## src/rtl/gpio_irq_pkg.sv

```systemverilog
package gpio_irq_pkg;

  typedef enum logic [1:0] {
    PM_OFF  = 2'b00,
    PM_IN   = 2'b01,
    PM_OUT0 = 2'b10,
    PM_OUT1 = 2'b11
  } pin_mode_e;

  typedef enum logic [1:0] {
    TRG_LOW  = 2'b00,
    TRG_HIGH = 2'b01,
    TRG_FALL = 2'b10,
    TRG_RISE = 2'b11
  } trig_e;

  typedef struct packed {
    pin_mode_e mode;
    logic      en;
    trig_e     trig;
  } cfg_t;

  localparam cfg_t CFG_RST = '{mode: PM_OFF, en: 1'b0, trig: TRG_LOW};

endpackage

```

## src/rtl/gpio_irq_sync.sv

```systemverilog
module gpio_irq_sync #(
  parameter int unsigned STAGES  = 2,
  parameter logic        RST_VAL = 1'b0
) (
  input  logic clk_i,
  input  logic rst_ni,
  input  logic d_i,
  output logic q_o
);

  logic [STAGES-1:0] ff_q;

  always_ff @(posedge clk_i or negedge rst_ni) begin
    if (!rst_ni) ff_q <= {STAGES{RST_VAL}};
    else         ff_q <= {ff_q[STAGES-2:0], d_i};
  end

  assign q_o = ff_q[STAGES-1];

endmodule

```

## src/rtl/gpio_irq_detect.sv

```systemverilog
module gpio_irq_detect
  import gpio_irq_pkg::*;
(
  input  logic  clk_i,
  input  logic  rst_ni,
  input  logic  lvl_i,
  input  trig_e trig_i,
  output logic  evt_o
);

  logic prev_q;
  logic rise, fall;

  always_ff @(posedge clk_i or negedge rst_ni) begin
    if (!rst_ni) prev_q <= 1'b0;
    else         prev_q <= lvl_i;
  end

  assign rise = lvl_i & ~prev_q;
  assign fall = ~lvl_i & prev_q;

  always_comb begin
    unique case (trig_i)
      TRG_LOW:  evt_o = ~lvl_i;
      TRG_HIGH: evt_o = lvl_i;
      TRG_FALL: evt_o = fall;
      TRG_RISE: evt_o = rise;
      default:  evt_o = 1'b0;
    endcase
  end

endmodule

```

## src/rtl/gpio_irq_status.sv

```systemverilog
module gpio_irq_status (
  input  logic clk_i,
  input  logic rst_ni,
  input  logic armed_i,
  input  logic evt_i,
  input  logic rd_i,
  output logic stat_o
);

  logic stat_q;

  // priority: disarm > new event > read clear
  always_ff @(posedge clk_i or negedge rst_ni) begin
    if (!rst_ni)       stat_q <= 1'b0;
    else if (!armed_i) stat_q <= 1'b0;
    else if (evt_i)    stat_q <= 1'b1;
    else if (rd_i)     stat_q <= 1'b0;
  end

  assign stat_o = stat_q;

endmodule

```

## src/rtl/gpio_irq_ctrl.sv

```systemverilog
module gpio_irq_ctrl
  import gpio_irq_pkg::*;
#(
  parameter int unsigned SYNC_STAGES = 2
) (
  input  logic       clk_i,
  input  logic       rst_ni,
  input  logic       pin_i,
  input  logic       cfg_we_i,
  input  logic [1:0] cfg_mode_i,
  input  logic       cfg_en_i,
  input  logic [1:0] cfg_trig_i,
  input  logic       stat_rd_i,
  output logic       stat_o,
  output logic       irq_no
);

  cfg_t cfg_q;
  logic pin_s;
  logic evt;
  logic armed;
  logic stat;

  always_ff @(posedge clk_i or negedge rst_ni) begin
    if (!rst_ni) begin
      cfg_q <= CFG_RST;
    end else if (cfg_we_i) begin
      cfg_q.mode <= pin_mode_e'(cfg_mode_i);
      cfg_q.en   <= cfg_en_i;
      cfg_q.trig <= trig_e'(cfg_trig_i);
    end
  end

  assign armed = cfg_q.en & (cfg_q.mode == PM_IN);

  gpio_irq_sync #(
    .STAGES  (SYNC_STAGES),
    .RST_VAL (1'b0)
  ) u_sync (
    .clk_i  (clk_i),
    .rst_ni (rst_ni),
    .d_i    (pin_i),
    .q_o    (pin_s)
  );

  gpio_irq_detect u_det (
    .clk_i  (clk_i),
    .rst_ni (rst_ni),
    .lvl_i  (pin_s),
    .trig_i (cfg_q.trig),
    .evt_o  (evt)
  );

  gpio_irq_status u_stat (
    .clk_i   (clk_i),
    .rst_ni  (rst_ni),
    .armed_i (armed),
    .evt_i   (evt),
    .rd_i    (stat_rd_i),
    .stat_o  (stat)
  );

  assign stat_o = stat;
  assign irq_no = ~stat;

endmodule

```

## config.mk

```make
export PLATFORM = sky130hd
export DESIGN_NAME = gpio_irq_ctrl
export DESIGN_NICKNAME = d
export VERILOG_FILES = /design/src/rtl/gpio_irq_pkg.sv /design/src/rtl/gpio_irq_sync.sv /design/src/rtl/gpio_irq_detect.sv /design/src/rtl/gpio_irq_status.sv /design/src/rtl/gpio_irq_ctrl.sv
export SDC_FILE = /design/constraint.sdc
export NUM_CORES = 1
export LEC_CHECK = 0
export BUFFER_PORTS_ARGS = -buffer_cell sky130_fd_sc_hd__clkbuf_2
export CAP_MARGIN = 20
export CORE_AREA = 2 2 39 41
export DETAILED_ROUTE_END_ITERATION = 10
export DIE_AREA = 0 0 41 43
export SYNTH_ARGS = -nofsm -noshare
export SYNTH_HDL_FRONTEND = slang
export SYNTH_HIERARCHICAL = 1
export SYNTH_SLANG_ARGS = --single-unit
```

## constraint.sdc

```tcl
create_clock -name clk_i -period 1 [get_ports clk_i]
set_input_delay 0.05 -clock clk_i [delete_from_list [all_inputs] [get_ports clk_i]]
set_output_delay 0.05 -clock clk_i [all_outputs]
set_load 0.01 [all_outputs]
```

==> out/qor.tcl, run 1 <==
set qor(critPathRequiredTime_ns) 1.14
set qor(powerDensity_nw_per_um2) 1610
set qor(via_count) 222
set qor(largest_net_degree_at_the_start_of_global_routing) 10
set qor(grtUsageTotal) 0.0793
set qor(postCtsSetupBuffers) 0
set qor(layout.cells.non_filler) 56
set qor(rsz0062_at_grt) {true}
set qor(finalHoldWorstSlack_ns) 0.0315
set qor(post_route_cells_drive_above_1_share) 0.525
set qor(synth_register_bits) 9
set qor(cts.repair.resized) 0
set qor(drt.antenna.violating_nets) 0
set qor(syn2layout_area_growth_pct) 37.7
set qor(grt.overflow.total) 0
set qor(sum_of_internal_switching_and_leakage_power_uw) 755
set qor(multiInputGateArea_um2) 113
set qor(ys_types) 10
set qor(timing.setup.critical_path_class) {reg -> reg}
set qor(worst_slew_margin_rel) 0.847
set qor(first_iter_violations) 3
set qor(post_synth_xor_area_fraction) 0
set qor(achievable-frequency_ghz) 1.02
set qor(timing.hold.worst.class) {in -> reg}
set qor(clock_latency_ns) 0.25
set qor(synth.mux.area_fraction) 0.165
set qor(route.final.wire_length_um) 548
set qor(power.net_switching_uw) 157
set qor(yosys-top-cells-area) {dfrtp_1 (66%), mux2_2 (16%), nor2b_4 (4.0%), a22o_1 (2.6%), and3b_1 (2.6%)}
set qor(critical_path.startpoint_type) {register}
set qor(dp.cells) 50
set qor(cts.htree.levels) 1
set qor(yosysWarnings) 6
set qor(synthCells) 22
set qor(synth_area_per_cell_um2) 15.5
set qor(die_width_um) 41
set qor(fp.dieArea_um2) 1760
set qor(antenna_found_initial) 0
set qor(first_global_vias) 227
set qor(timing.critical_path.cells) {a21boi_1, a22o_1, o21a_1}
set qor(most_used_standard_cell_by_instance_count_after_synthesis) {dfrtp_1}
set qor(actual_transition_at_the_worst_max_transition_pin_ns) 0.230
set qor(synth.cells.most_frequent) {dfrtp_1 (9), mux2_2 (5)}
set qor(cp_top_family) {compound AO/OA/AOI/OAI gates}
set qor(effective_utilization_at_floorplan) 0.247
set qor(crit_path_max_fanout) 2
set qor(synth_area_um2) 342
set qor(route.detailed.drc) 0
set qor(core.rowCount) 14
set qor(vias_per_cell) 3.96
set qor(max-cap-violations) 0
set qor(synth_enable_flop_cells) 0
set qor(grt_pass1_wl_um) 876
set qor(cpMaxStageDelayCell) {dfrtp_1}
set qor(max_slew_violation_count) 0
set qor(cts_made_buffers) 3
set qor(cellLeakagePower_nw) 0.225
set qor(synth_compound_area_frac) 0.0696
set qor(post_synth_fa_ha_maj_area_fraction) 0
set qor(post-synth-top-area-fraction) 0.659
set qor(place_congestion) 0.631
set qor(finalCriticalPeriod_ns) 0.976
set qor(worst-endpoint-arrival_ns) 1.12
set qor(outcome) {completed}
set qor(vdd_drop_max_mv) 0.638
set qor(finalHoldViolCount) 0
set qor(synth_seq_area_share) 0.659
set qor(worstPathBufferInverterCount) 0
set qor(io_pins) 12
set qor(postSynth.topFlopCell) {dfrtp_1}
set qor(async_flop_share) 1.00
set qor(antenna-diode-count) 0
set qor(clock_skew_ns) 0.00150
set qor(clkPwrFrac) 0.353
set qor(cts.path.max_buffers) 2
set qor(coreArea_um2) 1380
set qor(register_area_um2) 225
set qor(clk_root_buffer_cell) {clkbuf_4}
set qor(sequentialPowerShare) 0.538
set qor(cts_sinks) 9
set qor(num-nets-final) 51
set qor(critical_path.max_stage_delay_ns) 0.37
set qor(layout_worst_path_cycle_share) 0.976
set qor(report.final.setup_viol) 0
set qor(power.switching_fraction) 0.208
set qor(simple_gate_share_of_the_synthesized_area) 0.0952
set qor(internal_power_uw) 598
set qor(clk_transition_reported_paths_ns) 0.06
set qor(fp.dieH_um) 43
set qor(synth_nets) 32
set qor(cp-end-kind) {register}
set qor(nFillCells) 138
set qor(synth_top_family_by_area) {multiplexers}
set qor(place.port_buffers) 11
set qor(synth_top_area_cell) {dfrtp_1}
set qor(cts_tree) {done}
set qor(detail_route.wl_per_cell_um) 9.79
set qor(comb_power_share) 0.109
set qor(detailedRoute.firstPassIterationCount) 2
-- what timing repair did --
action | CTS | global route
hold buffers | 2 | 0
endpoints found under the hold margin | 10 | 0
pin swaps | 1 | 0
endpoints found under the setup margin | 1 | 1
-- final cells by class --
type | instances | share of cell area
clock buffer | 4 | 0.0559
sequential | 9 | 0.479
multi-input combinational | 12 | 0.239
tap | 16 | 0.0426
inverter | 1 | 0.00798
timing repair buffer | 14 | 0.176
-- cell families (layout without fill, tap and decap cells) --
group / count (synthesis) / in the layout
AND/OR/NAND/NOR: 4 / 4
buffers and inverters: 1 / 19
AO/OA/AOI/OAI: 3 / 3
multiplexers: 5 / 5
flip-flops: 9 / 9
-- per-stage QoR --
step	setup TNS (ns)	area (um2)	util	setup WS (ns)
finish	0	470	0.340	0.0241
global route	-0.0245	470	0.340	-0.0245
CTS	0	470	0.340	0.0140
detailed placement	0	424	0.307	0.000494
global placement	0	424	0.307	0.0204
floorplan	0	342	-	0.0175
-- worst paths after layout --
| path | start | endpoint | slack (ns) | cells after the start |
|---|---|---|---|---|
| max | u_sync/ff_q[1]$_DFF_PN0_ | u_stat/stat_o$_DFFE_PN0P_ | 0.02 | 3 |
| min | cfg_trig_i[0] | cfg_q[0]$_DFFE_PN0P_ | 0.03 | 2 |
| max reg2reg | u_sync/ff_q[1]$_DFF_PN0_ | u_stat/stat_o$_DFFE_PN0P_ | 0.02 | 3 |
| min reg2reg | u_sync/ff_q[0]$_DFF_PN0_ | u_sync/ff_q[1]$_DFF_PN0_ | 0.35 | 0 |
| max in group asynchronous | rst_ni | cfg_q[4]$_DFFE_PN0P_ | 0.62 | 2 |
| min in group asynchronous | rst_ni | cfg_q[3]$_DFFE_PN0P_ | 0.19 | 2 |
-- state kept, by name, summed over array words and instances (netlist names) --
name and cells:
cfg_q 5, u_sync/ff_q 2, u_det/prev_q 1, u_stat/stat_o 1
-- layer usage --
layer / up-vias / part of all wire / GRT usage
met2: 14 / 0.45 / 0.100
met1: 96 / 0.43 / 0.104
met3: 0 / 0.11 / 0.0471
met5: - / 0 / 0
met4: 0 / 0 / 0.0400
li1: 112 / - / -
-- power groups by stage --
stage / Sequential [mW] / Combinational (mW) / Clock [mW]
final: 0.407 / 0.0822 / 0.266
after global routing: 0.412 / 0.0927 / 0.305
after CTS: 0.408 / 0.0849 / 0.284
after detailed placement: 0.414 / 0.0783 / 0
after global placement: 0.414 / 0.0753 / 0
after floorplan: 0.411 / 0.0390 / 0
-- cells in the final DEF, fill, tap and decap left out --
| master | netlist | layout |
|---|---|---|
| a22o_1 | 1 | 1 |
| inv_1 | 1 | 1 |
| and3b_1 | 1 | 1 |
| buf_4 | 0 | 1 |
| clkbuf_1 | 0 | 1 |
| clkbuf_2 | 0 | 11 |
| nor2_1 | 1 | 1 |
| mux2_2 | 5 | 5 |
| nand2b_1 | 1 | 1 |
| a21boi_1 | 1 | 1 |
| clkbuf_4 | 0 | 3 |
| dlygate4sd3_1 | 0 | 2 |
| dfrtp_1 | 9 | 9 |
| o21a_1 | 1 | 1 |
| nor2b_4 | 1 | 1 |
Power figures use the tool's default switching activity.
==> inputs of run 2 (changes only) <==
--- a/config.mk
+++ b/config.mk
@@ -5,11 +5,11 @@
 export SDC_FILE = /design/constraint.sdc
 export NUM_CORES = 1
 export LEC_CHECK = 0
-export BUFFER_PORTS_ARGS = -buffer_cell sky130_fd_sc_hd__clkbuf_2
 export CAP_MARGIN = 20
 export CORE_AREA = 2 2 39 41
 export DETAILED_ROUTE_END_ITERATION = 10
 export DIE_AREA = 0 0 41 43
+export DONT_BUFFER_PORTS = 1
 export SYNTH_ARGS = -nofsm -noshare
 export SYNTH_HDL_FRONTEND = slang
 export SYNTH_HIERARCHICAL = 1
==> run 2 against run 1 <==
Effect of this change: die area is the same; highest routed layer is now met4; critical path depth unchanged; final cell count fell by 7.1%; combinational power up 2.7%; register-to-register slack worse by 0.02 ns; largest power group unchanged.
==> out/qor.tcl, run 2 (same netlist as run 1, synthesis figures left out) <==
set qor(worstPathBufferInverterCount) 0 ;# unchanged
set qor(largest_register) {cfg_q}
set qor(cts.path.max_buffers) 2 ;# unchanged
set qor(first_iter_violations) 0 ;# -3
set qor(via_count) 236 ;# +6.3%
set qor(finalInstanceArea_um2) 485 ;# +3.2%
set qor(worst_slew_margin_rel) 0.722 ;# -0.124
set qor(clk_transition_reported_paths_ns) 0.06 ;# about the same
set qor(layout_worst_path_cycle_share) 0.999 ;# +0.0234
set qor(vdd_drop_max_mv) 0.577 ;# -9.5%
set qor(detail_route.wl_per_cell_um) 12.1 ;# +24%
set qor(finalHoldViolCount) 0 ;# unchanged
set qor(place.port_buffers) 0 ;# -11
set qor(syn2layout_area_growth_pct) 42.1
set qor(route.detailed.drc) 0 ;# unchanged
set qor(outcome) {completed}
set qor(max_slew_violation_count) 0 ;# unchanged
set qor(worst-endpoint-arrival_ns) 1.15 ;# +0.03 ns
set qor(nFillCells) 147 ;# +6.5%
set qor(cts.htree.levels) 1 ;# unchanged
set qor(cts_tree) {done}
set qor(cts.repair.resized) 0 ;# unchanged
set qor(report.final.setup_viol) 0 ;# unchanged
set qor(critical_path.max_stage_delay_ns) 0.37 ;# about the same
set qor(actual_transition_at_the_worst_max_transition_pin_ns) 0.415 ;# +0.185 ns
set qor(multiInputGateArea_um2) 113 ;# unchanged
set qor(effective_utilization_at_floorplan) 0.247 ;# unchanged
set qor(sum_of_internal_switching_and_leakage_power_uw) 781 ;# +3.4%
set qor(timing.hold.worst.class) {in -> async}
set qor(placement_stage_cell_area_um2) 362 ;# -15%
set qor(route.final.wire_length_um) 631 ;# +15%
set qor(grtUsageTotal) 0.0977 ;# +0.0183
set qor(dp.cells) 38 ;# -24%
set qor(fp.dieH_um) 43 ;# unchanged
set qor(finalCriticalPeriod_ns) 0.999 ;# +0.0234 ns
set qor(vias_per_cell) 4.54 ;# +14%
set qor(clk_root_buffer_cell) {clkbuf_4}
set qor(first_global_vias) 263 ;# +16%
set qor(post-route-util) 0.351 ;# +0.0109
set qor(fp.dieArea_um2) 1760 ;# unchanged
set qor(cts_made_buffers) 3 ;# unchanged
set qor(powerDensity_nw_per_um2) 1610 ;# +0.18%
set qor(grt.overflow.total) 0 ;# unchanged
set qor(clock_skew_ns) 0.00401 ;# +0.00252 ns
set qor(layout.cells.non_filler) 52 ;# -7.1%
set qor(antenna-diode-count) 0 ;# unchanged
set qor(num-nets-final) 47 ;# -7.8%
set qor(cellLeakagePower_nw) 0.208 ;# -7.3%
set qor(timing.setup.critical_path_class) {reg -> reg}
set qor(critical_path.startpoint_type) {register}
set qor(cp_top_family) {compound AO/OA/AOI/OAI gates}
set qor(rsz0062_at_grt) {true}
set qor(io_pins) 12 ;# unchanged
set qor(critPathRequiredTime_ns) 1.15 ;# about the same
set qor(finalHoldWorstSlack_ns) 0.150 ;# +0.119 ns
set qor(core.rowCount) 14 ;# unchanged
set qor(detailedRoute.firstPassIterationCount) 1 ;# -1
set qor(coreArea_um2) 1380 ;# unchanged
set qor(dpl.hpwl_um) 452
set qor(max-cap-violations) 0 ;# unchanged
set qor(most_used_cells_in_the_layout_excluding_fill_and_tap_cells) {dfrtp_1 (9), dlygate4sd3_1 (9), mux2_2 (5)}
set qor(antenna_found_initial) 0 ;# unchanged
set qor(place_congestion) 0.609 ;# -3.5%
set qor(cts_sinks) 9 ;# unchanged
set qor(largest_regs) {cfg_q x5, u_sync/ff_q x2}
set qor(drt.antenna.violating_nets) 0 ;# unchanged
set qor(die_width_um) 41 ;# unchanged
set qor(cpMaxStageDelayCell) {dfrtp_1}
set qor(cp-end-kind) {register}
set qor(timing.critical_path.cells) {a21boi_1, a22o_1, o21a_1}
set qor(grt_pass1_wl_um) 1060 ;# +20%
set qor(largest_net_degree_at_the_start_of_global_routing) 10 ;# unchanged
set qor(clock_latency_ns) 0.26 ;# about the same
set qor(achievable-frequency_ghz) 1.00 ;# -2.3%
set qor(number_of_flip_flops_under_the_largest_register_name) 5 ;# unchanged
set qor(register_area_um2) 225 ;# unchanged
set qor(crit_path_max_fanout) 2 ;# unchanged
set qor(post_route_cells_drive_above_1_share) 0.278 ;# -0.247
-- run 2: cell types whose count changed in the layout (fill, tap and decap cells not counted), sizes merged --
cell / previous run / this run
dlygate4sd3: 2 / 9
clkbuf: 15 / 4
-- run 2: through the flow --
| step | setup WS, ns | setup TNS [ns] |
|---|---|---|
| after CTS | -0.00224 | -0.00224 |
| after global routing | -0.0467 | -0.0467 |
| final | 0.000685 | 0 |
| after detailed placement | -0.0417 | -0.0417 |
| after floorplan | 0.0175 | 0 |
| after global placement | 0.0119 | 0 |
-- run 2: power breakdown --
group / internal, mW / switching, mW
combinational: 0.0563 / 0.0281
sequential: 0.392 / 0.0171
clock: 0.154 / 0.133
-- run 2: timing repair --
| action | CTS | global route |
|---|---|---|
| buffers inserted | 1 | 0 |
| endpoints found under the hold margin | 16 | 0 |
| setup endpoints to repair | 1 | 1 |
| hold buffers | 9 | 0 |
| pin swaps | 1 | 0 |
| cloned | 0 | 0 |
-- run 2: final timing paths --
| kind | from | end | slack (ns) | depth (start not counted) |
|---|---|---|---|---|
| worst min-delay path | rst_ni | cfg_q[1]$_DFFE_PN0P_ | 0.15 | 1 |
| max in group asynchronous | rst_ni | u_sync/ff_q[1]$_DFF_PN0_ | 0.56 | 1 |
| worst max-delay path | u_sync/ff_q[1]$_DFF_PN0_ | u_stat/stat_o$_DFFE_PN0P_ | 0.0007 | 3 |
| worst max register to register | u_sync/ff_q[1]$_DFF_PN0_ | u_stat/stat_o$_DFFE_PN0P_ | 0.0007 | 3 |
| min in group clk_i | pin_i | u_sync/ff_q[0]$_DFF_PN0_ | 0.34 | 1 |
| worst min register to register | u_sync/ff_q[0]$_DFF_PN0_ | u_sync/ff_q[1]$_DFF_PN0_ | 0.36 | 0 |
-- run 2: worst register-to-register path: stages, from the launching register on --
cell      delay [ns]
dfrtp_1         0.37
a21boi_1        0.13
a22o_1          0.21
o21a_1          0.18
-- run 2: routing by layer --
metal | GRT usage | vias up | part of all wire
met5 | 0 | - | 0
met4 | 0.0800 | 0 | 0.043
li1 | - | 104 | -
met1 | 0.101 | 114 | 0.42
met3 | 0.0471 | 3 | 0.10
met2 | 0.141 | 15 | 0.44
-- run 2: layout make-up --
type	instances	share of cell area
clock buffer	4	0.0541
sequential	9	0.464
tap	16	0.0412
multi-input combinational	12	0.232
inverter	1	0.00773
timing repair buffer	10	0.201
==> inputs of run 3 (changes only) <==
--- a/config.mk
+++ b/config.mk
@@ -5,11 +5,14 @@
 export SDC_FILE = /design/constraint.sdc
 export NUM_CORES = 1
 export LEC_CHECK = 0
+export ABC_CLOCK_PERIOD_IN_PS = 1000
 export CAP_MARGIN = 20
 export CORE_AREA = 2 2 39 41
+export CTS_CLUSTER_SIZE = 20
 export DETAILED_ROUTE_END_ITERATION = 10
 export DIE_AREA = 0 0 41 43
 export DONT_BUFFER_PORTS = 1
+export PLACE_DENSITY_LB_ADDON = 0.1
 export SYNTH_ARGS = -nofsm -noshare
 export SYNTH_HDL_FRONTEND = slang
 export SYNTH_HIERARCHICAL = 1
==> run 3 against run 2 <==
Effect of this change: combinational power decreased by 0.6%; critical path depth stayed put; clock power fell by 8.7%; maximum frequency is 1.2% higher; largest cell class unchanged; critical endpoint unchanged; critical path type unchanged; sequential share of layout area unchanged.
==> out/qor.tcl, run 3 (same netlist as run 1, synthesis figures left out) <==
set qor(cellLeakagePower_nw) 0.208 ;# unchanged
set qor(most_used_cells_in_the_layout_excluding_fill_and_tap_cells) {dfrtp_1 (9), dlygate4sd3_1 (9), mux2_2 (5)}
set qor(cts_made_buffers) 3 ;# unchanged
set qor(via_count) 209 ;# -11%
set qor(io_pins) 12 ;# unchanged
set qor(report.final.setup_viol) 0 ;# unchanged
set qor(worst_slew_margin_rel) 0.726 ;# +0.00389
set qor(pnr_worst_setup_slack_ns) 0.0124 ;# +0.0117 ns
set qor(cp-end-kind) {register}
set qor(worst-endpoint-arrival_ns) 1.13 ;# -0.02 ns
set qor(antenna-diode-count) 0 ;# unchanged
set qor(coreArea_um2) 1380 ;# unchanged
set qor(critPathRequiredTime_ns) 1.14 ;# about the same
set qor(detailedRoute.firstPassIterationCount) 1 ;# unchanged
set qor(rsz0062_at_grt) {true}
set qor(fp.dieH_um) 43 ;# unchanged
set qor(outcome) {completed}
set qor(rr_worst_depth) 3 ;# unchanged
set qor(place.port_buffers) 0 ;# unchanged
set qor(sum_of_internal_switching_and_leakage_power_uw) 756 ;# -3.2%
set qor(drt.antenna.violating_nets) 0 ;# unchanged
set qor(cts_tree) {done}
set qor(route.final.wire_length_um) 579 ;# -8.2%
set qor(grtUsageTotal) 0.0874 ;# -0.0103
set qor(cts.htree.levels) 1 ;# unchanged
set qor(clock_latency_ns) 0.25 ;# about the same
set qor(max-cap-violations) 0 ;# unchanged
set qor(setup_tns_ns) 0 ;# unchanged
set qor(largest_net_degree_at_the_start_of_global_routing) 10 ;# unchanged
set qor(achievable-frequency_ghz) 1.01 ;# +1.2%
set qor(num-nets-final) 47 ;# unchanged
set qor(cts_sinks) 9 ;# unchanged
set qor(cts.repair.resized) 0 ;# unchanged
set qor(postCtsSetupBuffers) 0 ;# -1
set qor(first_iter_violations) 0 ;# unchanged
set qor(timing.setup.critical_path_class) {reg -> reg}
set qor(antenna_found_initial) 0 ;# unchanged
set qor(cp-startpoint) {u_sync/ff_q[1]$_DFF_PN0_}
set qor(grt.overflow.total) 0 ;# unchanged
set qor(syn2layout_area_growth_pct) 42.1 ;# unchanged
set qor(vias_per_cell) 4.02 ;# -11%
set qor(timing.hold.worst.class) {in -> async}
set qor(largest_register) {cfg_q}
set qor(critical_path.startpoint_type) {register}
set qor(powerDensity_nw_per_um2) 1560 ;# -3.2%
set qor(vdd_drop_max_mv) 0.682 ;# +18%
set qor(die_width_um) 41 ;# unchanged
set qor(clock_skew_ns) 0.000304 ;# -0.00371 ns
set qor(crit_path_max_fanout) 2 ;# unchanged
set qor(post_route_cells_drive_above_1_share) 0.278 ;# unchanged
set qor(place_congestion) 0.599 ;# -1.8%
set qor(place_worst_setup_slack_ns) -0.00914 ;# +0.0326 ns
set qor(number_of_flip_flops_under_the_largest_register_name) 5 ;# unchanged
set qor(clk_transition_reported_paths_ns) 0.06 ;# about the same
set qor(finalInstanceArea_um2) 485 ;# unchanged
set qor(clk_root_buffer_cell) {clkbuf_4}
set qor(largest_regs) {cfg_q x5, u_sync/ff_q x2}
set qor(finalHoldViolCount) 0 ;# unchanged
set qor(actual_transition_at_the_worst_max_transition_pin_ns) 0.409 ;# -0.00582 ns
set qor(max_slew_violation_count) 0 ;# unchanged
set qor(cts.path.max_buffers) 2 ;# unchanged
set qor(finalCriticalPeriod_ns) 0.988 ;# -0.0117 ns
set qor(regToRegStartpoint) {u_sync/ff_q[1]$_DFF_PN0_}
set qor(effective_utilization_at_floorplan) 0.247 ;# unchanged
set qor(placement_stage_cell_area_um2) 369 ;# +2.1%
set qor(grt_pass1_wl_um) 972 ;# -7.9%
set qor(first_global_vias) 242 ;# -8.0%
set qor(route.detailed.drc) 0 ;# unchanged
set qor(detail_route.wl_per_cell_um) 11.1 ;# -8.2%
set qor(fp.dieArea_um2) 1760 ;# unchanged
set qor(core.rowCount) 14 ;# unchanged
set qor(layout_worst_path_cycle_share) 0.988 ;# -0.0117
[run 3: cell counts in the layout (fill, tap and decap cells not counted)]
Identical to the previous run, type by type.
[run 3: per-layer routing]
| metal | GRT usage | vias up | share of wire |
|---|---|---|---|
| met4 | 0.0400 | 0 | 0 |
| li1 | - | 106 | - |
| met5 | 0 | - | 0 |
| met2 | 0.119 | 9 | 0.48 |
| met3 | 0.0471 | 0 | 0.071 |
| met1 | 0.110 | 94 | 0.45 |
[run 3: layout make-up]
type / count / area (um2)
multi-input combinational: 12 / 113
tap: 16 / 20.0
clock buffer: 4 / 26.3
inverter: 1 / 3.75
sequential: 9 / 225
timing repair buffer: 10 / 97.6
fill: 155 / 898
[run 3: worst max-delay path, stage by stage, from the launching register on]
cell	delay, ns
dfrtp_1	0.37
a21boi_1	0.12
a22o_1	0.21
o21a_1	0.18
[run 3: power by group]
group,internal [mW],switching [mW]
Sequential,0.393,0.0168
Clock,0.153,0.110
Combinational,0.0563,0.0276
[run 3: final timing paths]
path | endpoint | slack [ns]
worst max-delay path | u_stat/stat_o$_DFFE_PN0P_ | 0.01
worst min-delay path | u_det/prev_q$_DFF_PN0_ | 0.17
worst max register to register | u_stat/stat_o$_DFFE_PN0P_ | 0.01
worst min register to register | u_sync/ff_q[1]$_DFF_PN0_ | 0.36
max in group asynchronous | cfg_q[2]$_DFFE_PN0P_ | 0.55
min in group clk_i | u_sync/ff_q[0]$_DFF_PN0_ | 0.35
[run 3: repair_timing]
action                                 in CTS  in global routing
pin swaps                                   1                  0
hold buffers                                9                  0
setup endpoints to repair                   1                  1
endpoints found under the hold margin      16                  0
[run 3: stage by stage]
| stage | hold WS (ns) | utilization | cells |
|---|---|---|---|
| 2_1_floorplan | -0.246 | - | 22 |
| 4_1_cts | 0.167 | 0.351 | 52 |
| 6_report | 0.167 | 0.351 | 52 |
| 3_3_place_gp | -0.245 | 0.267 | 39 |
| 3_5_place_dp | -0.245 | 0.267 | 39 |
| 5_1_grt | 0.179 | 0.351 | 52 |
